<file path="src/rtl/ide_pio_pkg.sv">
package ide_pio_pkg;

  // Width of the internal phase counter; every timing field fits in it.
  localparam int CNT_W = 8;

  typedef enum logic [1:0] {
    PH_IDLE   = 2'd0,
    PH_SETUP  = 2'd1,
    PH_ACTIVE = 2'd2,
    PH_RECOV  = 2'd3
  } ide_phase_e;

  // A programmed count of zero still occupies one clock.
  function automatic logic [CNT_W-1:0] phase_len(input logic [CNT_W-1:0] raw);
    return (raw == '0) ? CNT_W'(1) : raw;
  endfunction

endpackage

</file>
<file path="src/rtl/ide_pio_tsel.sv">
module ide_pio_tsel #(
  parameter int NIB_W = 4,
  parameter int SU_W  = 2
) (
  input  logic                            drive,
  input  logic                            write,
  input  logic                            byte_cyc,
  input  logic [1:0][2*NIB_W-1:0]         rd_time,
  input  logic [1:0][2*NIB_W-1:0]         wr_time,
  input  logic [1:0][SU_W-1:0]            setup,
  input  logic [2*NIB_W-1:0]              byte_time,
  output logic [SU_W-1:0]                 su_raw,
  output logic [NIB_W-1:0]                act_raw,
  output logic [NIB_W-1:0]                rec_raw
);

  logic [2*NIB_W-1:0] word_sel;
  logic [2*NIB_W-1:0] time_sel;

  always_comb begin
    word_sel = write ? wr_time[drive] : rd_time[drive];
    time_sel = byte_cyc ? byte_time : word_sel;
    act_raw  = time_sel[2*NIB_W-1:NIB_W];
    rec_raw  = time_sel[NIB_W-1:0];
    su_raw   = setup[drive];
  end

endmodule

</file>
<file path="src/rtl/ide_pio_seq.sv">
module ide_pio_seq
  import ide_pio_pkg::*;
(
  input  logic             clk,
  input  logic             rst_n,
  input  logic             start,
  input  logic [CNT_W-1:0] su_len,
  input  logic [CNT_W-1:0] act_len,
  input  logic [CNT_W-1:0] rec_len,
  input  logic             iordy,
  output ide_phase_e       phase,
  output logic             evt_setup_end,
  output logic             evt_strobe_end,
  output logic             evt_cycle_end
);

  logic [CNT_W-1:0] cnt;
  logic [CNT_W-1:0] act_q;
  logic [CNT_W-1:0] rec_q;
  logic             cnt_last;

  assign cnt_last       = (cnt <= CNT_W'(1));
  assign evt_setup_end  = (phase == PH_SETUP)  && cnt_last;
  assign evt_strobe_end = (phase == PH_ACTIVE) && cnt_last && iordy;
  assign evt_cycle_end  = (phase == PH_RECOV)  && cnt_last;

  always_ff @(posedge clk or negedge rst_n) begin
    if (!rst_n) begin
      phase <= PH_IDLE;
      cnt   <= '0;
      act_q <= '0;
      rec_q <= '0;
    end else begin
      unique case (phase)
        PH_IDLE: if (start) begin
          phase <= PH_SETUP;
          cnt   <= su_len;
          act_q <= act_len;
          rec_q <= rec_len;
        end
        PH_SETUP: if (evt_setup_end) begin
          phase <= PH_ACTIVE;
          cnt   <= act_q;
        end else begin
          cnt <= cnt - 1'b1;
        end
        PH_ACTIVE: if (evt_strobe_end) begin
          phase <= PH_RECOV;
          cnt   <= rec_q;
        end else if (!cnt_last) begin
          cnt <= cnt - 1'b1;
        end
        PH_RECOV: if (evt_cycle_end) begin
          phase <= PH_IDLE;
        end else begin
          cnt <= cnt - 1'b1;
        end
        default: phase <= PH_IDLE;
      endcase
    end
  end

endmodule

</file>
<file path="src/rtl/ide_pio_timer.sv">
module ide_pio_timer
  import ide_pio_pkg::*;
#(
  parameter int NIB_W  = 4,
  parameter int SU_W   = 2,
  parameter int ADDR_W = 3,
  parameter int DATA_W = 16
) (
  input  logic              clk,
  input  logic              rst_n,
  input  logic              enable,
  input  logic              req_valid,
  input  logic              req_drive,
  input  logic              req_write,
  input  logic              req_byte,
  input  logic              req_ctrl,
  input  logic [ADDR_W-1:0] req_addr,
  input  logic [DATA_W-1:0] req_wdata,
  input  logic [2*NIB_W-1:0] rd_time0,
  input  logic [2*NIB_W-1:0] wr_time0,
  input  logic [SU_W-1:0]   setup0,
  input  logic [2*NIB_W-1:0] rd_time1,
  input  logic [2*NIB_W-1:0] wr_time1,
  input  logic [SU_W-1:0]   setup1,
  input  logic [2*NIB_W-1:0] byte_time,
  input  logic              ide_iordy,
  input  logic [DATA_W-1:0] ide_din,
  output logic [ADDR_W-1:0] ide_da,
  output logic              ide_cs0_n,
  output logic              ide_cs1_n,
  output logic              ide_dior_n,
  output logic              ide_diow_n,
  output logic [DATA_W-1:0] ide_dout,
  output logic              ide_dout_en,
  output logic              busy,
  output logic              done,
  output logic [DATA_W-1:0] rd_data
);

  localparam int BYTE_W = 8;

  function automatic logic [DATA_W-1:0] read_word(input logic [DATA_W-1:0] bus,
                                                  input logic narrow);
    return narrow ? {{(DATA_W-BYTE_W){1'b0}}, bus[BYTE_W-1:0]} : bus;
  endfunction

  // Named internal events for the checker
  logic       evt_accept;
  logic       evt_setup_end;
  logic       evt_strobe_end;
  logic       evt_cycle_end;
  ide_phase_e phase;

  logic [1:0][2*NIB_W-1:0] rd_arr;
  logic [1:0][2*NIB_W-1:0] wr_arr;
  logic [1:0][SU_W-1:0]    su_arr;
  logic [SU_W-1:0]         su_raw;
  logic [NIB_W-1:0]        act_raw;
  logic [NIB_W-1:0]        rec_raw;
  logic [CNT_W-1:0]        su_len;
  logic [CNT_W-1:0]        act_len;
  logic [CNT_W-1:0]        rec_len;

  assign rd_arr = {rd_time1, rd_time0};
  assign wr_arr = {wr_time1, wr_time0};
  assign su_arr = {setup1, setup0};

  ide_pio_tsel #(.NIB_W(NIB_W), .SU_W(SU_W)) u_tsel (
    .drive     (req_drive),
    .write     (req_write),
    .byte_cyc  (req_byte),
    .rd_time   (rd_arr),
    .wr_time   (wr_arr),
    .setup     (su_arr),
    .byte_time (byte_time),
    .su_raw    (su_raw),
    .act_raw   (act_raw),
    .rec_raw   (rec_raw)
  );

  assign su_len  = phase_len({{(CNT_W-SU_W){1'b0}}, su_raw});
  assign act_len = phase_len({{(CNT_W-NIB_W){1'b0}}, act_raw});
  assign rec_len = phase_len({{(CNT_W-NIB_W){1'b0}}, rec_raw});

  assign evt_accept = enable && req_valid && (phase == PH_IDLE);

  ide_pio_seq u_seq (
    .clk            (clk),
    .rst_n          (rst_n),
    .start          (evt_accept),
    .su_len         (su_len),
    .act_len        (act_len),
    .rec_len        (rec_len),
    .iordy          (ide_iordy),
    .phase          (phase),
    .evt_setup_end  (evt_setup_end),
    .evt_strobe_end (evt_strobe_end),
    .evt_cycle_end  (evt_cycle_end)
  );

  // Request capture
  logic              wr_q;
  logic              byte_q;
  logic              ctrl_q;
  logic [ADDR_W-1:0] addr_q;
  logic [DATA_W-1:0] wdata_q;

  always_ff @(posedge clk or negedge rst_n) begin
    if (!rst_n) begin
      wr_q    <= 1'b0;
      byte_q  <= 1'b0;
      ctrl_q  <= 1'b0;
      addr_q  <= '0;
      wdata_q <= '0;
    end else if (evt_accept) begin
      wr_q    <= req_write;
      byte_q  <= req_byte;
      ctrl_q  <= req_ctrl;
      addr_q  <= req_addr;
      wdata_q <= req_wdata;
    end
  end

  // Completion pulse and read capture
  always_ff @(posedge clk or negedge rst_n) begin
    if (!rst_n) begin
      done    <= 1'b0;
      rd_data <= '0;
    end else begin
      done <= evt_strobe_end;
      if (evt_strobe_end && !wr_q) rd_data <= read_word(ide_din, byte_q);
    end
  end

  logic in_cycle;
  logic strobing;

  assign in_cycle    = (phase != PH_IDLE);
  assign strobing    = (phase == PH_ACTIVE);
  assign busy        = in_cycle;
  assign ide_dior_n  = !(strobing && !wr_q);
  assign ide_diow_n  = !(strobing && wr_q);
  assign ide_cs0_n   = !(in_cycle && !ctrl_q);
  assign ide_cs1_n   = !(in_cycle && ctrl_q);
  assign ide_da      = in_cycle ? addr_q : '0;
  assign ide_dout    = wdata_q;
  assign ide_dout_en = in_cycle && wr_q;

endmodule

</file>
<file path="config.mk">
export PLATFORM = sky130hd
export DESIGN_NAME = ide_pio_timer
export DESIGN_NICKNAME = d
export VERILOG_FILES = /design/src/rtl/ide_pio_pkg.sv /design/src/rtl/ide_pio_tsel.sv /design/src/rtl/ide_pio_seq.sv /design/src/rtl/ide_pio_timer.sv
export SDC_FILE = /design/constraint.sdc
export NUM_CORES = 1
export LEC_CHECK = 0
export CAP_MARGIN = 20
export CORE_ASPECT_RATIO = 0.7
export CORE_MARGIN = 2
export CORE_UTILIZATION = 35
export DETAILED_ROUTE_END_ITERATION = 12
export GPL_TIMING_DRIVEN = 0
export PLACE_DENSITY = 0.69
export SLEW_MARGIN = 40
export SYNTH_ARGS = -nofsm -noshare
export SYNTH_HDL_FRONTEND = slang
export SYNTH_SLANG_ARGS = --single-unit
</file>
<file path="constraint.sdc">
create_clock -name clk -period 2.9 [get_ports clk]
set_input_delay 0.435 -clock clk [delete_from_list [all_inputs] [get_ports clk]]
set_output_delay 0.435 -clock clk [all_outputs]
set_load 0.02 [all_outputs]
</file>
Word-level counts from Yosys, hierarchy flattened
Cells that the tools add are included.
{"block": "word_totals", "register_bits": 65, "input_bits": 88, "out_inout_bits": 42, "elab_cells": 73}
{"block": "classes", "addsub": 1, "n_lt_le_gt_ge": 2, "n_eq_ne": 9, "mux": 24, "reduce_logical": 26}
{"op": "two-way mux 8 bit", "n": 11}
{"op": "one-hot mux 8 bit (4 select lines)", "n": 1}
{"op": "two-way mux 16 bit", "n": 1}
{"op": "two-way mux 2 bit", "n": 7}
{"op": "logical AND 1 bit", "n": 12}
{"op": "inequality test 2 bit, second input constant", "n": 5}
{"op": "<= comparator 8 x 1 -> 1 bit, second input constant", "n": 1}
{"op": "zero test 4 bit", "n": 2}
{"op": "two-way mux 4 bit", "n": 2}
{"op": "one-hot mux 2 bit (4 select lines)", "n": 1}
{"op": "subtractor 8 x 1 -> 8 bit, second input constant", "n": 1}
{"op": "zero test 1 bit", "n": 6}
{"op": "== test 2 bit, second input constant", "n": 2}
{"op": "zero test 2 bit", "n": 2}
{"op": "AND reduction 4 bit", "n": 1}
{"op": "two-way mux 3 bit", "n": 1}
{"op": "inequality test 3 bit, second input constant", "n": 1}
{"op": "AND reduction 3 bit", "n": 1}
{"op": "== test 2 x 1 -> 1 bit, second input constant", "n": 1}
{"op": "< comparator 1 x 2 -> 1 bit, second input constant", "n": 1}
{"op": "AND reduction 2 bit", "n": 1}
{"op": "nonzero test 2 bit", "n": 1}

Depth between registers and ports, before layout
Gate-level depths: netlist of the first run.
{"block": "logic_depth", "depth_word": 6, "ltp_mapped": 8, "depth_no_buf": 7}

Cells and area by module
From an unflattened synthesis of the first run, not the netlist that was laid out.
{"block": "hier_totals", "cells_unflattened": 313, "area_unflattened_um2": 3693.5}
{"mod": "ide_pio_timer", "instances": 1, "cells_each": 115, "area_each_um2": 1720.4, "seq_area_each_um2": 975.9}
{"mod": "ide_pio_seq", "instances": 1, "cells_each": 149, "area_each_um2": 1537.7, "seq_area_each_um2": 650.6}
{"mod": "ide_pio_tsel", "instances": 1, "cells_each": 49, "area_each_um2": 435.4, "seq_area_each_um2": 0.0}

Worst setup path after synthesis of the first run
Ideal clock, no wire load.
{"block": "synth_path", "path_type": "register -> register", "start": "register u_seq.cnt[0]", "end": "register u_seq.phase[1]", "setup_time_ns": 0.125, "arrival_ns": 1.687, "required_time_ns": 2.775, "slack_ns": 1.088, "stages_incl_launch_ff": 8, "path_cell_list": "dfrtp_1 inv_1 ha_1 o211ai_1 buf_4 a21oi_4 o21ai_2 mux2_4"}
{"block": "synth_via", "elab_chain_len": 5, "elab_cells_between_ends": 9, "cone_classes": "order compare: 1; eq/ne: 3; reduce/logical: 5"}
{"item": "start: declaration", "line_no": "ide_pio_seq.sv:17", "text": "logic [CNT_W-1:0] cnt;"}
{"item": "start signal: assignment", "line_no": "ide_pio_seq.sv:37", "text": "cnt <= su_len;"}
{"item": "start signal: assignment", "line_no": "ide_pio_seq.sv:43", "text": "cnt <= act_q;"}
{"item": "start signal: assignment", "line_no": "ide_pio_seq.sv:45", "text": "cnt <= cnt - 1'b1;"}
{"item": "<= comparator 8 x 1 -> 1 bit (*)", "line_no": "ide_pio_seq.sv:22", "text": "assign cnt_last = (cnt <= CNT_W'(1));"}
{"item": "logical AND 1 bit (2 in series)", "line_no": "ide_pio_seq.sv:24", "text": "assign evt_strobe_end = (phase == PH_ACTIVE) && cnt_last && iordy;"}
{"item": "inequality test 2 bit (no line)"}
{"item": "AND reduction 4 bit (no line) (*)"}
{"item": "end signal: assignment", "line_no": "ide_pio_seq.sv:29", "text": "phase <= PH_IDLE;"}
{"item": "end signal: assignment", "line_no": "ide_pio_seq.sv:36", "text": "phase <= PH_SETUP;"}
{"item": "end signal: assignment", "line_no": "ide_pio_seq.sv:42", "text": "phase <= PH_ACTIVE;"}
{"item": "end: declaration", "line_no": "ide_pio_seq.sv:11", "text": "output ide_phase_e phase,"}
Every way passes the cells marked *; elsewhere a longest branch is shown, timed or not.
A chain may end at the register's enable or synchronous reset.

Worst setup path in the final report of the first run
{"block": "layout_path", "start": "register u_seq.phase[1]", "end": "output port ide_cs1_n"}
{"block": "layout_via", "elab_chain_len": 3}
{"item": "nonzero test 2 bit", "line_no": "ide_pio_timer.sv:138", "text": "assign in_cycle = (phase != PH_IDLE);"}
{"item": "logical AND 1 bit", "line_no": "ide_pio_timer.sv:144", "text": "assign ide_cs1_n = !(in_cycle && ctrl_q);"}
{"item": "zero test 1 bit", "line_no": "ide_pio_timer.sv:144"}
{"item": "end: declaration", "line_no": "ide_pio_timer.sv:30", "text": "output logic ide_cs1_n,"}
No other way between the ends.

==> results of run 1 <==
[report_power, final]
group / total, mW / internal [mW] / switching (mW)
clock network: 0.941 / 0.574 / 0.367
registers: 0.796 / 0.796 / 0
logic: 0.193 / 0.133 / 0.0606
total: 1.93 / 1.50 / 0.428
[per-layer routing]
layer	global-route usage (%)	vias up	part of all wire, %
met5	0	-	0
met4	5.244	0	1.2
met3	8.358	14	9.0
met2	27.08	92	45
met1	24.65	1287	45
li1	-	1300	-
[path summary, 6_finish.rpt]
check / endpoint / slack [ns] / cells after the start
max: ide_cs1_n / 0.22 / 6
max reg2reg: u_seq.phase[1]$_DFFE_PN0P_ / 0.79 / 7
min reg2reg: rd_data[10]$_DFFE_PN0P_ / 0.46 / 2
min: rd_data[11]$_DFFE_PN0P_ / 0.04 / 1
max in group asynchronous: u_seq.act_q[2]$_DFFE_PN0P_ / 2.37 / 2
min in group clk: rd_data[10]$_DFFE_PN0P_ / 0.46 / 2
[registers in the layout (all words and copies together), names as in the netlist]
signal	cells
addr_q	3
byte_q	1
ctrl_q	1
done	1
ide_dout	16
rd_data	16
u_seq.act_q	4
u_seq.cnt	8
u_seq.phase	2
u_seq.rec_q	4
wr_q	1
[cell type report]
| class | instances | area [um2] |
|---|---|---|
| Fill cell | 745 | 3660 |
| Multi-Input combinational cell | 201 | 1440 |
| Sequential cell | 57 | 1426 |
| Timing Repair Buffer | 129 | 1299 |
| Clock buffer | 9 | 225.2 |
| Tap cell | 105 | 131.4 |
| Buffer | 14 | 73.82 |
| Clock inverter | 6 | 45.04 |
| Inverter | 10 | 37.54 |
[synthesized netlist by cell type (all sizes together), types with 4 or more instances]
cell,number
ha,6
nand3,4
buf,10
nor3,6
mux2i,7
mux4,6
dfrtp,57
nor2b,4
nand3b,10
a21oi,11
nand2,55
clkbuf,4
mux2,26
inv,10
o21ai,12
a31oi,4
nor2,15
nand2b,4
[worst max-delay path: stages (launching register included)]
cell and delay [ns]:
dfrtp_1 0.41, inv_1 0.10, ha_1 0.25, clkbuf_2 0.28
inv_1 0.18, nand2_1 0.09, clkdlybuf4s50_1 0.62
[metrics by stage]
stage | cells | TNS (ns)
floorplan | 282 | 0
global placement | 515 | -22.37
detailed placement | 516 | 0
CTS | 531 | 0
global route | 531 | 0
finish | 531 | 0
[cells by family (layout without fill, tap and decap cells)]
family	Yosys count	after routing
simple gates	105	105
compound gates	51	51
mux	39	39
flops	57	57
fa+ha+maj	6	6
buf+inv	24	168
==> summary.txt, run 1 <==
Floorplan
  – Chip width: roughly 110 um
  – Die height: slightly above 80 um
  – Rows: 28
  – Starting density of the core: a little over a third
  – Total die area: 9270 um2
  – Core area: roughly 8300 um2
  – IO Pins: 130

Synthesis
  – Yosys warns: 0
  – Synth unique cells: 51
  – Cells after synthesis: about 280
  – Main combinational cell family by area after synthesis: multiplexers
  – Async SR Flop Fraction: between 90% and 100%
  – Share of the synthesized area in the top cell type: 47.92%
  – Post-synthesis mux area share: around 17%
  – Adder-cell share of the synthesized area: ~2.5%
  – Leading area contributor after synthesis: dfrtp_1
  – Compound-cell area share of the yosys netlist: roughly 12%
  – Simple-gate area share of the yosys netlist: between 15 and 20%
  – Main synth FF type: dfrtp_1
  – FF+latch count, synth: 57
  – Synth top area cells: dfrtp_1 (48%), mux2_2 (7.9%), nand2_1 (6.9%)
  – Seq/Total Area, Yosys: between 40% and 50%
  – Post-Syn Nets: between 300 and 400
  – Post-synthesis cell area: just under 3000 um2
  – Post-Synth XOR/XNOR Area: 0%
  – Post-Syn Area per Cell: around 11 um2
  – EDFF count, synth: 0

Final layout
  – Commonest non-fill, non-tap cell in the layout: clkdlybuf4s50_1
  – Proportion of layout cells with a drive suffix above 1: approximately 15%
  – P&R area growth vs syn: 57.17%
  – Final Instance Area: between 4000 and 5000 um2
  – Final core utilization: 56.11%
  – Layout Nets: roughly 520
  – Most frequent cells in the layout: clkdlybuf4s50_1 (127), dfrtp_1 (57), nand2_1 (55)
  – ANT cells: 0

Power
  – Leakage: approximately 2.1 nW
  – Power per Cell Area: about 410 nW/um2
  – Total power: 1.931 mW
  – VDD IR max: just over 300 uV

Drt
  – Final ANT Viol Nets: 0
  – DR vias: between 2000 and 3000
  – Residual DRC: 0
  – TritonRoute pass-1 iters: 4
  – Wire per inst: roughly 15 um
  – Routed WL: approximately 8000 um
  – Vias per inst: about 5.1
  – Iter 0 DRT Violations: 90

Timing
  – Slew of the pin with the lowest slew margin: 0.8115 ns
  – Period minus WS final: 2.684 ns
  – Final setup vio count: 0
  – Clk_skew: 0.006619 ns
  – Worst hold slack: 0.04489 ns
  – Max Slew Vio Count: 0
  – Setup ws final: 0.2163 ns
  – Max-slew headroom: a little under half
  – Period utilisation layout: 92.54%
  – F_max: 372.6 MHz
  – Final hold violations: 0
  – RSZ-0062 raised after global routing: no

Status
  – Status: completed

Placement
  – Final HPWL DP: approximately 6400 um
  – Port Buf Inserts: 128
  – Placer congestion estimate: about 0.84
  – Place WS: 0.2559 ns
  – DP Area: 4407 um2

Clocking
  – Clk Latency, worst-skew pair: between 0.3 and 0.4 ns
  – Cts bufs inserted: 9
  – Clk buf depth: 2
  – Post-CTS setup repair buffer count: 0
  – Clk sinks: between 50 and 60
  – CTS Hold Bufs: 0
  – CTS tree: built
  – Reg clk slew, reported paths: approximately 0.050 ns
  – H-tree lvl count: 3
  – Resized Gates After CTS: 1
  – Root Driver: clkbuf_16

GRT
  – Global route total overflow: 0
  – Vias in the first global route: about 2700
  – Largest net degree at the start of global routing: 32
  – Gr usage total: between 10% and 20%
  – Antenna violations before repair: 0
  – Global-route wire length before repair: approximately 13000 um

Min path
  – Hold WC Path Type: in -> async

Critical path
  – CP startpoint: u_seq.phase[1]$_DFFE_PN0P_
  – CP max FO: 10
  – Arrival @ worst endpoint: approximately 2.3 ns
  – Startpoint types: flip-flop
  – CP Class: reg -> out
  – FF-to-FF Start: u_seq.cnt[0]$_DFFE_PN0P_
  – Req. time, crit path: approximately 2.5 ns
  – Crit end category: output pin

Flow run
  – Max_cap viols: 0
Note: power is estimated with default switching activity, not from simulation.
==> inputs of run 2 (changes only) <==
==> constraint.sdc (replaced) <==
create_clock -name clk -period 2.6 [get_ports clk]
set_input_delay 0.39 -clock clk [delete_from_list [all_inputs] [get_ports clk]]
set_output_delay 0.39 -clock clk [all_outputs]
set_load 0.02 [all_outputs]
==> run 2 against run 1 <==
Final cell count stayed put; clock skew barely moved; largest cell class unchanged; critical endpoint is now ide_da[0]; sequential share of layout area down 0.065 points.
==> summary.txt, run 2 (synthesis results as in run 1) <==
Critical path
  – Crit end category: output pin
  – CP max FO: 10 (unchanged)
  – Critical Path, Cell by Cell: inv_1 > ha_1 > clkbuf_4 > nor2b_1 > clkdlybuf4s50_1
  – Startpoint types: flip-flop
  – Crit-path max cell delay: 0.63 ns (about the same)
  – CP Class: reg -> out
  – FF-to-FF path depth: 7 (unchanged)
  – WP buf/inv: 3 (-1)
  – Req. time, crit path: 2.21 ns (-0.26 ns)
  – Worst reg2reg path endpoint: u_seq.phase[1]$_DFFE_PN0P_
  – FF-to-FF Start: u_seq.cnt[0]$_DFFE_PN0P_
  – R2R Setup Slk: 0.50 ns (-0.29 ns)
  – CP max stage cell: clkdlybuf4s50_1
  – Arrival @ worst endpoint: 2.02 ns (-0.23 ns)
  – Crit-path leading delay family: buffers and inverters

Drt
  – Routed WL: 8016 um (-0.25%)
  – Vias per inst: 5.047 (-0.48%)
  – Iter 0 DRT Violations: 98 (+8.9%)
  – Residual DRC: 0 (unchanged)
  – TritonRoute pass-1 iters: 4 (unchanged)
  – Final ANT Viol Nets: 0 (unchanged)
  – Wire per inst: 15.10 um (-0.25%)
  – DR vias: 2680 (-0.48%)

Timing
  – Slew of the pin with the lowest slew margin: 0.8217 ns (+0.01026 ns)
  – Max-slew headroom: 44.71% (-0.69 points)
  – F_max: just over 400 MHz
  – Max Slew Vio Count: 0 (unchanged)
  – Period utilisation layout: 92.68%
  – Clk_skew: 0.006619 ns (-0.00000005000 ns)
  – RSZ-0062 raised after global routing: no
  – Final hold violations: 0 (unchanged)
  – Final setup vio count: 0 (unchanged)
  – Period minus WS final: 2.410 ns

Final layout
  – Commonest non-fill, non-tap cell in the layout: clkdlybuf4s50_1
  – Proportion of layout cells with a drive suffix above 1: 15.02% (unchanged)
  – Final core utilization: 56.23% (+0.12 points)
  – Most frequent cells in the layout: clkdlybuf4s50_1 (124), dfrtp_1 (57), nand2_1 (55)
  – P&R area growth vs syn: 57.50%
  – ANT cells: 0 (unchanged)
  – Layout Nets: 516 (unchanged)
  – Final Instance Area: 4688 um2 (+0.21%)
  – Register area: 1426 um2 (unchanged)
  – Fill cells: 743 (-0.27%)
  – Multi-input logic area: 1440 um2 (unchanged)

Clocking
  – Root Driver: clkbuf_16
  – H-tree lvl count: 3 (unchanged)
  – Reg clk slew, reported paths: 0.05 ns (about the same)
  – CTS tree: built
  – Clk Latency, worst-skew pair: 0.32 ns (about the same)
  – Post-CTS setup repair buffer count: 0 (unchanged)
  – Cts bufs inserted: 9 (unchanged)
  – Clk sinks: 57 (unchanged)
  – CTS Hold Bufs: 0 (unchanged)
  – Resized Gates After CTS: 2 (+1)
  – Clk buf depth: 2 (unchanged)

GRT
  – Vias in the first global route: 2743 (unchanged)
  – Global route total overflow: 0 (unchanged)
  – Antenna violations before repair: 0 (unchanged)
  – Gr usage total: 18.45% (unchanged)
  – Largest net degree at the start of global routing: 32 (unchanged)
  – Global-route wire length before repair: 13130 um (unchanged)

Floorplan
  – Chip width: 114.2 um (unchanged)
  – Rows: 28 (unchanged)
  – Die height: 81.16 um (unchanged)
  – Core area: 8338 um2 (unchanged)
  – Starting density of the core: 35.70% (unchanged)
  – Total die area: 9270 um2 (unchanged)
  – IO Pins: 130 (unchanged)

Placement
  – DP Area: 4407 um2 (unchanged)
  – Final HPWL DP: 6404 um (unchanged)
  – Placer congestion estimate: 0.8424 (unchanged)
  – Port Buf Inserts: 128 (unchanged)

Flow run
  – Max_cap viols: 0 (unchanged)

Power
  – Leakage: 2.104 nW (+0.87%)
  – VDD IR max: 339.1 uV (+12%)
  – Power per Cell Area: 459.2 nW/um2 (+11%)

Status
  – Status: completed

Min path
  – Hold WC Path Type: in -> async
[run 2: per-layer routing]
metal | vias to the layer above | global-route usage, % | share of wire (%)
li1 | 1298 | - | -
met1 | 1270 | 24.65 | 44
met2 | 98 | 27.08 | 45
met3 | 14 | 8.358 | 9.0
met4 | 0 | 5.244 | 1.2
met5 | - | 0 | 0
[run 2: where the power goes]
part / leakage [nW] / total, mW / switching, mW / internal (mW)
combinational: 1.21 / 0.215 / 0.0674 / 0.148
sequential: 0.771 / 0.888 / 0 / 0.888
clock: 0.124 / 1.05 / 0.409 / 0.640
total: 2.10 / 2.15 / 0.477 / 1.68
[run 2: how the worst max path moves through the flow]
stage	startpoint	to	slack, ns	cells after the start
finish	u_seq.phase[1]$_DFFE_PN0P_	ide_da[0]	0.19	5
global route	u_seq.phase[1]$_DFFE_PN0P_	ide_da[0]	0.004	5
global placement	rst_n	ide_dout[13]$_DFFE_PN0P_	-0.65	1
detailed placement	u_seq.phase[1]$_DFFE_PN0P_	ide_cs1_n	0.0009	6
CTS	u_seq.phase[1]$_DFFE_PN0P_	ide_cs1_n	0.0006	6
floorplan	u_seq.cnt[0]$_DFFE_PN0P_	u_seq.phase[1]$_DFFE_PN0P_	0.79	7
[run 2: per-stage QoR]
stage	std cells	hold slack [ns]	total power, mW	worst slack (ns)	TNS (ns)
2_1_floorplan	282	0.09441	0.9552	0.7881	0
3_3_place_gp	515	0.4513	1.115	-0.6525	-36.91
3_5_place_dp	516	0.3538	1.122	0.0008902	0
4_1_cts	531	0.009019	2.189	0.0005596	0
5_1_grt	531	0.02383	2.248	0.003531	0
6_report	531	0.00002087	2.153	0.1902	0
[run 2: final cells by class]
type	count	area share (%)
Clock buffer	9	4.804
Clock inverter	6	0.9608
Timing Repair Buffer	129	27.86
Buffer	14	1.628
Multi-Input combinational cell	201	30.72
Tap cell	105	2.802
Sequential cell	57	30.42
Inverter	10	0.8006
==> inputs of run 3 (changes only) <==
--- a/config.mk
+++ b/config.mk
@@ -10,9 +10,9 @@
 export CORE_MARGIN = 2
 export CORE_UTILIZATION = 35
 export DETAILED_ROUTE_END_ITERATION = 12
-export GPL_TIMING_DRIVEN = 0
 export PLACE_DENSITY = 0.69
 export SLEW_MARGIN = 40
 export SYNTH_ARGS = -nofsm -noshare
 export SYNTH_HDL_FRONTEND = slang
 export SYNTH_SLANG_ARGS = --single-unit
+export TNS_END_PERCENT = 50
==> constraint.sdc (replaced) <==
create_clock -name clk -period 3.1 [get_ports clk]
set_input_delay 0.465 -clock clk [delete_from_list [all_inputs] [get_ports clk]]
set_output_delay 0.465 -clock clk [all_outputs]
set_load 0.02 [all_outputs]
==> run 3 against run 2 <==
Wire length is 0.20% higher; global-route usage fell by 0.16 points; clock-buffer cell count is 5 higher; final cell count fell by 1.3%; hold slack improved by 0.045 ns; power is 10% lower; clock skew fell by 0.0026 ns; die area unchanged; clock power fell by 5%; worst setup slack improved by 0.17 ns; first-iteration DRC count is 4.1% higher; utilization down 0.15 points; largest power group unchanged.
==> summary.txt, run 3 (synthesis results as in run 1) <==
Critical path
  – Crit end category: output pin
  – CP max FO: 14 (+4)
  – CP Class: reg -> out
  – Critical Path, Cell by Cell: inv_1 > ha_1 > inv_1 > nand2_1 > clkdlybuf4s50_1
  – Worst reg2reg path endpoint: u_seq.cnt[5]$_DFFE_PN0P_
  – FF-to-FF Start: u_seq.cnt[0]$_DFFE_PN0P_
  – Most common cell on crit path: inv_1
  – R2R Setup Slk: 0.84 ns (+0.34 ns)
  – FF-to-FF path depth: 7 (unchanged)
  – Crit-path max cell delay: 0.62 ns (about the same)
  – Startpoint types: flip-flop
  – CP max stage cell: clkdlybuf4s50_1
  – Arrival @ worst endpoint: 2.28 ns (+0.26 ns)
  – Req. time, crit path: 2.63 ns (+0.42 ns)

Timing
  – F_max: between 300 and 400 MHz
  – Max-slew headroom: 46.49% (+1.8 points)
  – Setup ws final: 0.3571 ns (+0.1668 ns)
  – Final hold violations: 0 (unchanged)
  – Final setup vio count: 0 (unchanged)
  – RSZ-0062 raised after global routing: no
  – Period minus WS final: approximately 2.7 ns
  – Slew of the pin with the lowest slew margin: 0.7953 ns (-0.02648 ns)
  – Clk_skew: 0.004014 ns (-0.002605 ns)
  – Max Slew Vio Count: 0 (unchanged)
  – Period utilisation layout: 88.48%
  – Setup TNS: 0 ns (unchanged)

GRT
  – Largest net degree at the start of global routing: 43 (+34%)
  – Gr usage total: 18.29% (-0.16 points)
  – Global-route wire length before repair: 12920 um (-1.6%)
  – Vias in the first global route: 2588 (-5.7%)
  – Antenna violations before repair: 0 (unchanged)
  – Global route total overflow: 0 (unchanged)

Final layout
  – ANT cells: 0 (unchanged)
  – P&R area growth vs syn: 57.08%
  – Multi-input logic area: 1440 um2 (unchanged)
  – Most frequent cells in the layout: clkdlybuf4s50_1 (128), dfrtp_1 (57), nand2_1 (55)
  – Commonest non-fill, non-tap cell in the layout: clkdlybuf4s50_1
  – Register area: 1426 um2 (unchanged)
  – Proportion of layout cells with a drive suffix above 1: 13.84% (-1.2 points)
  – Final Instance Area: 4676 um2 (-0.27%)
  – Layout Nets: 508 (-1.6%)
  – Fill cells: 724 (-2.6%)

Placement
  – Placer congestion estimate: 0.8101 (-3.8%)
  – Place WS: 0.5892 ns (+0.5883 ns)
  – Final HPWL DP: 6068 um (-5.2%)
  – DP Area: 4367 um2 (-0.91%)
  – Port Buf Inserts: 129 (+0.78%)

Drt
  – TritonRoute pass-1 iters: 4 (unchanged)
  – Vias per inst: 4.990 (-1.1%)
  – Wire per inst: 15.33 um (+1.5%)
  – Residual DRC: 0 (unchanged)
  – Final ANT Viol Nets: 0 (unchanged)
  – Iter 0 DRT Violations: 102 (+4.1%)
  – Routed WL: 8032 um (+0.20%)
  – DR vias: 2615 (-2.4%)

Clocking
  – CTS tree: built
  – Clk sinks: 57 (unchanged)
  – H-tree lvl count: 3 (unchanged)
  – Post-CTS setup repair buffer count: 0 (unchanged)
  – Resized Gates After CTS: 0 (-2)
  – Reg clk slew, reported paths: 0.05 ns (about the same)
  – Clk buf depth: 2 (unchanged)
  – CTS Hold Bufs: 0 (unchanged)
  – Clk Latency, worst-skew pair: 0.32 ns (about the same)
  – Root Driver: clkbuf_16
  – Cts bufs inserted: 9 (unchanged)

Power
  – VDD IR max: 388.4 uV (+15%)
  – Leakage: 2.089 nW (-0.68%)
  – Power per Cell Area: 412.8 nW/um2 (-10%)

Floorplan
  – Die height: 81.16 um (unchanged)
  – Rows: 28 (unchanged)
  – Core area: 8338 um2 (unchanged)
  – Total die area: 9270 um2 (unchanged)
  – Chip width: 114.2 um (unchanged)
  – Starting density of the core: 35.70% (unchanged)
  – IO Pins: 130 (unchanged)

Min path
  – Hold WC Path Type: in -> async

Flow run
  – Max_cap viols: 0 (unchanged)

Status
  – Status: completed
-- run 3: cell count changes in the layout (fill, tap and decap cells not counted), sizes merged --
cell           previous run  this run
clkdlybuf4s50           124       128
buf                      12         7
dlymetal6s2s              3         0
clkbuf                   13        14
bufinv                    0         1
inv                      11        10
clkinvlp                  3         0
clkinv                    2         1
-- run 3: worst max-delay path by stage --
stage	from	endpoint	slack, ns
5_1_grt	u_seq.phase[0]$_DFFE_PN0P_	ide_cs1_n	0.18
3_3_place_gp	req_drive	u_seq.act_q[0]$_DFFE_PN0P_	0.62
3_5_place_dp	req_drive	u_seq.act_q[0]$_DFFE_PN0P_	0.59
6_report	u_seq.phase[0]$_DFFE_PN0P_	ide_cs1_n	0.36
2_1_floorplan	u_seq.phase[0]$_DFFE_PN0P_	ide_cs1_n	1.27
4_1_cts	u_seq.phase[0]$_DFFE_PN0P_	ide_cs1_n	0.34
-- run 3: layout make-up --
cell class	count	share of cell area (%)
clock buffer	14	5.860
timing repair buffer	135	28.47
multi-input combinational	201	30.80
sequential	57	30.51
tap	105	2.810
clock inverter	2	0.7493
inverter	10	0.8028
-- run 3: metal layers --
layer | vias up | part of all wire [%] | global-route usage (%)
met4 | 0 | 1.1 | 5.732
met2 | 92 | 44 | 25.42
met1 | 1240 | 46 | 25.04
li1 | 1274 | - | -
met5 | - | 0 | 0
met3 | 9 | 8.6 | 8.806
-- run 3: power by group --
| group | switching [mW] | internal [mW] |
|---|---|---|
| Combinational | 0.0563 | 0.123 |
| Sequential | 0 | 0.746 |
| Clock | 0.319 | 0.685 |
| Total | 0.376 | 1.55 |
-- run 3: critical path, delay by kind of cell, from the launching register on --
family / cells / cell delay [ns]
and+or+nand+nor: 1 / 0.12
adders and majority gates: 1 / 0.50
buffers and inverters: 3 / 0.94
DFF: 1 / 0.39
-- run 3: metrics by stage --
step	power, mW	std cells	utilization (%)	hold slack, ns
3_5_place_dp	0.9397	508	52.37	0.3923
5_1_grt	2.012	524	56.08	0.06106
6_report	1.930	524	56.08	0.04484
2_1_floorplan	0.8011	282	-	0.1694
4_1_cts	1.958	524	56.08	0.04471
3_3_place_gp	0.9364	508	52.37	0.3907
